`config.mk`:
```
export PLATFORM = sky130hd
export DESIGN_NAME = pcsb_top
export DESIGN_NICKNAME = d
export VERILOG_FILES = /design/src/rtl/pcsb_pkg.sv /design/src/rtl/pcsb_arb.sv /design/src/rtl/pcsb_cond.sv /design/src/rtl/pcsb_sel.sv /design/src/rtl/pcsb_bank.sv /design/src/rtl/pcsb_top.sv
export SDC_FILE = /design/constraint.sdc
export NUM_CORES = 1
export LEC_CHECK = 0
export BUFFER_PORTS_ARGS = -buffer_cell sky130_fd_sc_hd__buf_2
export CORE_ASPECT_RATIO = 1.2
export CORE_MARGIN = 2
export CORE_UTILIZATION = 50
export CTS_BUF_LIST = sky130_fd_sc_hd__clkbuf_8 sky130_fd_sc_hd__clkbuf_16
export DETAILED_ROUTE_END_ITERATION = 16
export GPL_ROUTABILITY_DRIVEN = 1
export PLACE_DENSITY = 0.72
export SYNTH_ARGS = -nofsm -noshare
export SYNTH_HDL_FRONTEND = slang
export SYNTH_SLANG_ARGS = --single-unit
```
`constraint.sdc`:
```
create_clock -name clk -period 2.57 [get_ports clk]
set_input_delay 0.514 -clock clk [delete_from_list [all_inputs] [get_ports clk]]
set_output_delay 0.514 -clock clk [all_outputs]
set_load 0.005 [all_outputs]
```
`src/rtl/pcsb_pkg.sv`:
```
package pcsb_pkg;

  typedef enum logic [2:0] {
    OP_HOLD = 3'd0,
    OP_STEP = 3'd1,
    OP_JABS = 3'd2,
    OP_CALL = 3'd3,
    OP_RET  = 3'd4,
    OP_COND = 3'd5,
    OP_SKIP = 3'd6,
    OP_IND  = 3'd7
  } pcsb_op_e;

  localparam int TEST_W = 3;

endpackage

```
`src/rtl/pcsb_arb.sv`:
```
module pcsb_arb
  import pcsb_pkg::*;
(
  input  logic     step_en,
  input  logic     jump_en,
  input  logic     call_en,
  input  logic     ret_en,
  input  logic     cjump_en,
  input  logic     skip_en,
  input  logic     ijump_en,
  output pcsb_op_e op
);

  // Fixed priority: level changes first, then full jumps, then in-page, then step.
  always_comb begin
    if (call_en)       op = OP_CALL;
    else if (ret_en)   op = OP_RET;
    else if (jump_en)  op = OP_JABS;
    else if (cjump_en) op = OP_COND;
    else if (skip_en)  op = OP_SKIP;
    else if (ijump_en) op = OP_IND;
    else if (step_en)  op = OP_STEP;
    else               op = OP_HOLD;
  end

endmodule

```
`src/rtl/pcsb_cond.sv`:
```
module pcsb_cond
  import pcsb_pkg::*;
(
  input  logic [TEST_W:0] cond_code,
  input  logic            acc_zero,
  input  logic            carry,
  input  logic            tst_level,
  output logic            take
);

  logic [TEST_W-1:0] test_true;
  logic              any_hit;

  // Bit order of the tests matches the enable bits of the code.
  assign test_true = {acc_zero, carry, ~tst_level};
  assign any_hit   = |(cond_code[TEST_W-1:0] & test_true);
  assign take      = cond_code[TEST_W] ? ~any_hit : any_hit;

endmodule

```
`src/rtl/pcsb_sel.sv`:
```
module pcsb_sel
  import pcsb_pkg::*;
#(
  parameter int DEPTH = 4,
  parameter int SEL_W = $clog2(DEPTH)
) (
  input  logic             clk,
  input  logic             rst_n,
  input  pcsb_op_e         op,
  output logic [SEL_W-1:0] sel_q,
  output logic [SEL_W-1:0] sel_up
);

  logic [SEL_W-1:0] sel_dn;

  assign sel_up = (sel_q == SEL_W'(DEPTH - 1)) ? '0 : sel_q + SEL_W'(1);
  assign sel_dn = (sel_q == '0) ? SEL_W'(DEPTH - 1) : sel_q - SEL_W'(1);

  always_ff @(posedge clk) begin
    if (!rst_n)              sel_q <= '0;
    else if (op == OP_CALL)  sel_q <= sel_up;
    else if (op == OP_RET)   sel_q <= sel_dn;
  end

endmodule

```
`src/rtl/pcsb_bank.sv`:
```
module pcsb_bank #(
  parameter int DEPTH  = 4,
  parameter int ADDR_W = 12,
  parameter int SEL_W  = $clog2(DEPTH)
) (
  input  logic              clk,
  input  logic              rst_n,
  input  logic              wr_en,
  input  logic [SEL_W-1:0]  wr_idx,
  input  logic [ADDR_W-1:0] wr_val,
  input  logic [SEL_W-1:0]  rd_idx,
  output logic [ADDR_W-1:0] rd_val
);

  logic [ADDR_W-1:0] ctr [DEPTH];

  for (genvar g = 0; g < DEPTH; g++) begin : g_ctr
    logic [ADDR_W-1:0] q;
    always_ff @(posedge clk) begin
      if (!rst_n)                              q <= '0;
      else if (wr_en && wr_idx == SEL_W'(g))   q <= wr_val;
    end
    assign ctr[g] = q;
  end

  assign rd_val = ctr[rd_idx];

endmodule

```
`src/rtl/pcsb_top.sv`:
```
module pcsb_top
  import pcsb_pkg::*;
#(
  parameter int ADDR_W = 12,
  parameter int LOW_W  = 8,
  parameter int DEPTH  = 4
) (
  input  logic              clk,
  input  logic              rst_n,
  input  logic              step_en,
  input  logic              jump_en,
  input  logic              call_en,
  input  logic              ret_en,
  input  logic              cjump_en,
  input  logic              skip_en,
  input  logic              ijump_en,
  input  logic [ADDR_W-1:0] jmp_target,
  input  logic [LOW_W-1:0]  page_addr,
  input  logic [TEST_W:0]   cond_code,
  input  logic              acc_zero,
  input  logic              carry,
  input  logic              tst_level,
  input  logic              skip_nz,
  output logic [ADDR_W-1:0] pc_addr
);

  localparam int SEL_W  = $clog2(DEPTH);
  localparam int PAGE_W = ADDR_W - LOW_W;

  pcsb_op_e          op;
  logic              cond_take;
  logic [SEL_W-1:0]  sel_q;
  logic [SEL_W-1:0]  sel_up;
  logic              wr_en;
  logic [SEL_W-1:0]  wr_idx;
  logic [ADDR_W-1:0] wr_val;
  logic [ADDR_W-1:0] live_pc;
  logic [ADDR_W-1:0] in_page;

  pcsb_arb u_arb (
    .step_en  (step_en),
    .jump_en  (jump_en),
    .call_en  (call_en),
    .ret_en   (ret_en),
    .cjump_en (cjump_en),
    .skip_en  (skip_en),
    .ijump_en (ijump_en),
    .op       (op)
  );

  pcsb_cond u_cond (
    .cond_code (cond_code),
    .acc_zero  (acc_zero),
    .carry     (carry),
    .tst_level (tst_level),
    .take      (cond_take)
  );

  pcsb_sel #(.DEPTH(DEPTH), .SEL_W(SEL_W)) u_sel (
    .clk    (clk),
    .rst_n  (rst_n),
    .op     (op),
    .sel_q  (sel_q),
    .sel_up (sel_up)
  );

  // Page bits come from the live counter, already advanced by the decoder.
  assign in_page = {live_pc[ADDR_W-1 -: PAGE_W], page_addr};

  always_comb begin
    wr_en  = 1'b0;
    wr_idx = sel_q;
    wr_val = live_pc;
    unique case (op)
      OP_STEP: begin wr_en = 1'b1;      wr_val = live_pc + ADDR_W'(1); end
      OP_JABS: begin wr_en = 1'b1;      wr_val = jmp_target;           end
      OP_CALL: begin wr_en = 1'b1;      wr_val = jmp_target; wr_idx = sel_up; end
      OP_COND: begin wr_en = cond_take; wr_val = in_page;              end
      OP_SKIP: begin wr_en = skip_nz;   wr_val = in_page;              end
      OP_IND:  begin wr_en = 1'b1;      wr_val = in_page;              end
      OP_RET, OP_HOLD: wr_en = 1'b0;
      default: wr_en = 1'b0;
    endcase
  end

  pcsb_bank #(.DEPTH(DEPTH), .ADDR_W(ADDR_W), .SEL_W(SEL_W)) u_bank (
    .clk    (clk),
    .rst_n  (rst_n),
    .wr_en  (wr_en),
    .wr_idx (wr_idx),
    .wr_val (wr_val),
    .rd_idx (sel_q),
    .rd_val (live_pc)
  );

  assign pc_addr = live_pc;

endmodule

```
==> flow_metrics.tcl <==
set metrics [dict create \
    outcome "completed" \
    final_common_cell "o21ai_0" \
    worstMarginPinSlew_ns 0.682 \
    p_clk_frac 0.249 \
    min_period_ns 2.48 \
    synthToLayoutAreaGrowth_pct 19.8 \
    synth_top_cell_area_share 0.352 \
    gp_congestion 0.930 \
    track_usage 0.253 \
    p_comb_frac 0.297 \
    most-common-layout-cells "o21ai_0 (50), dfxtp_1 (49), buf_2 (48), a21oi_1 (43), buf_4 (29)" \
    worstPathArrival_ns 2.67 \
    netSwitchingPower_w 0.000635 \
    seq_area_frac_synth 0.352 \
    finalNonFillerCells 434 \
    antenna_found_initial 0 \
    syn_area_sq_um 2850 \
    dr_total_vias 2685 \
    sw_frac_of_total 0.320 \
    maxSlewViolCount 0 \
    yosys-top-cells-area "dfxtp_1 (35%), o21ai_0 (8.8%), a21oi_1 (7.6%)" \
    routed_wl_mm 7.64 \
    hold_path.class "input pin to flip-flop" \
    crit_required_ns 2.76 \
    synth.largest_area_cell "dfxtp_1" \
    synthArstFlopShare 0 \
    drt-pass1-iter-count 5 \
    sequentialPowerShare 0.454 \
    p_per_area_nw_per_um2 582 \
    die_x_microns 72.9 \
    die_height_microns 86.7 \
    clk_pin_slew_ns 0.10 \
    cts.htree.levels 2 \
    grt_max_degree 51 \
    first_iter_violations 147 \
    ios 49 \
    rows 30 \
    cp-start-kind "flip-flop" \
    clock_latency_ns 0.31 \
    start_util 0.509 \
    yosys_warnings 0 \
    cts_tree "done" \
    ir_worst_vdd_mv 0.290 \
    cts.sinks 50 \
    cts_buffers 5 \
    remaining_drc_errors 0 \
    hold_viol 0 \
    antenna_left 0 \
    min_period_over_period 0.963 \
    nNetsFinal 409 \
    slew_headroom 0.545 \
    syn-num-nets 345 \
    rr_endpoint "u_bank.g_ctr[2].q[5]" \
    placed_cells 426 \
    ys.flop_type "dfxtp_1" \
    path_class "flip-flop to flip-flop" \
    core_sq_um 5590 \
    synth_cells 305 \
    final_layout_size_suffix_gt1_frac 0.311 \
    die_area_sq_um 6310 \
    critPathLaunch "u_sel.sel_q[0]" \
    endpoint_kind "flip-flop" \
    num_antenna_cells 0 \
    clock_path_buffers 2 \
    dp_hpwl_mm 5.68 \
    worstPathMaxFanout 23 \
    cp-endpoint "u_bank.g_ctr[2].q[5]" \
    total_power_w 0.00199 \
    routed_via_density 6.19 \
    fmax_mhz 404 \
    synth_edf_count 0 \
    synth_seq_cells 50 \
    grt_pass1_wl_mm 12.4 \
    wire_per_inst_microns 17.6 \
    synth_cell_types 54 \
    grt_pass1_vias 2528 \
    r2r_cells 7 \
    p_int_w 0.00135 \
    setup_viol 0 \
    maxCapViolations 0 \
    rsz0062_at_grt "no" \
    io_buffer_count 48 \
    cts_root_buf "clkbuf_8" \
    p_leak_nw 1.34 \
    fin_setup_tns_ns 0 \
    r2r_slack_ns 0.09 \
    syn_avg_cell_area_sq_um 9.33 \
    grt_overflow 0 \
    r2r_start "u_sel.sel_q[0]" \
    clock_skew_ns 0.0162 \
]
-- synth_stat cells (4+ instances only) --
| cell type | instances |
|---|---|
| mux4_2 | 7 |
| buf_2 | 7 |
| a22oi_1 | 4 |
| mux4_1 | 5 |
| nand2_1 | 19 |
| a21oi_1 | 43 |
| nor2_1 | 6 |
| o21ba_2 | 4 |
| dfxtp_1 | 50 |
| nor3_1 | 9 |
| nor2b_1 | 10 |
| clkbuf_1 | 11 |
| inv_1 | 11 |
| mux2i_1 | 8 |
| o21ai_0 | 50 |
-- through the flow --
stage / hold slack [ns] / utilization / setup slack, ns / cell area (sq um)
after floorplan: 0.477 / - / 0.217 / 2850
after global placement: 0.506 / 0.592 / 0.0666 / 3310
after detailed placement: 0.514 / 0.592 / 0.00649 / 3310
after CTS: 0.525 / 0.610 / 0.0916 / 3410
after global routing: 0.536 / 0.610 / 0.0193 / 3410
final: 0.530 / 0.610 / 0.0941 / 3410
-- sequential cells by signal (all words and copies together), names as in the netlist --
| name | cells |
|---|---|
| u_bank.g_ctr.q | 48 |
| u_sel.sel_q | 2 |
-- power groups by stage --
stage	combinational [W]	clock [W]	sequential [W]
floorplan	0.000375	0	0.000902
global placement	0.000574	0	0.000914
detailed placement	0.000585	0	0.000916
CTS	0.000588	0.000506	0.000899
global route	0.000642	0.000527	0.000910
finish	0.000591	0.000494	0.000901
-- layout make-up --
cell class,count,area [sq um]
Sequential cell,50,1000
Clock inverter,2,16.3
Tap cell,64,80.1
Clock buffer,6,82.6
Multi-Input combinational cell,222,1690
Fill cell,501,2180
Inverter,11,41.3
Timing Repair Buffer,79,498
-- repair_timing --
action | 4_1_cts | 5_1_grt
gates resized for setup | 0 | 1
hold buffers | 0 | 0
buffers inserted | 0 | 0
endpoints found under the setup margin | 0 | 14
-- routing by layer --
layer  wire length [microns]  track usage  part of all wire
met5                       0            0                 0
met4                     109       0.0842             0.014
met3                     492       0.0430             0.064
met2                    3730        0.423              0.49
met1                    3310        0.329              0.43
-- critical path: stages, from the launching register on --
cell and delay [ns]:
dfxtp_1 0.37, buf_12 0.19, mux4_1 0.69, nand2_1 0.16, nor3_2 0.05, a222oi_1 0.34
a2bb2oi_1 0.41, a21oi_1 0.14
-- cell families after synthesis --
kind of cell | share of synthesized area
fa+ha+maj | 0.0132
xor+xnor | 0.00308
compound gates | 0.278
mux | 0.134
flops | 0.352
buf+inv | 0.0545
simple gates | 0.166
-- how the worst min path moves through the flow --
stage | start | cells after the start | endpoint
after global routing | jmp_target[11] | 3 | u_bank.g_ctr[3].q[11]
after detailed placement | u_bank.g_ctr[3].q[1] | 2 | u_bank.g_ctr[3].q[1]
after global placement | u_bank.g_ctr[3].q[0] | 2 | u_bank.g_ctr[3].q[0]
final | jmp_target[11] | 3 | u_bank.g_ctr[1].q[11]
after CTS | jmp_target[11] | 3 | u_bank.g_ctr[1].q[11]
after floorplan | u_bank.g_ctr[1].q[0] | 2 | u_bank.g_ctr[1].q[0]
Power figures use the tool's default switching activity.
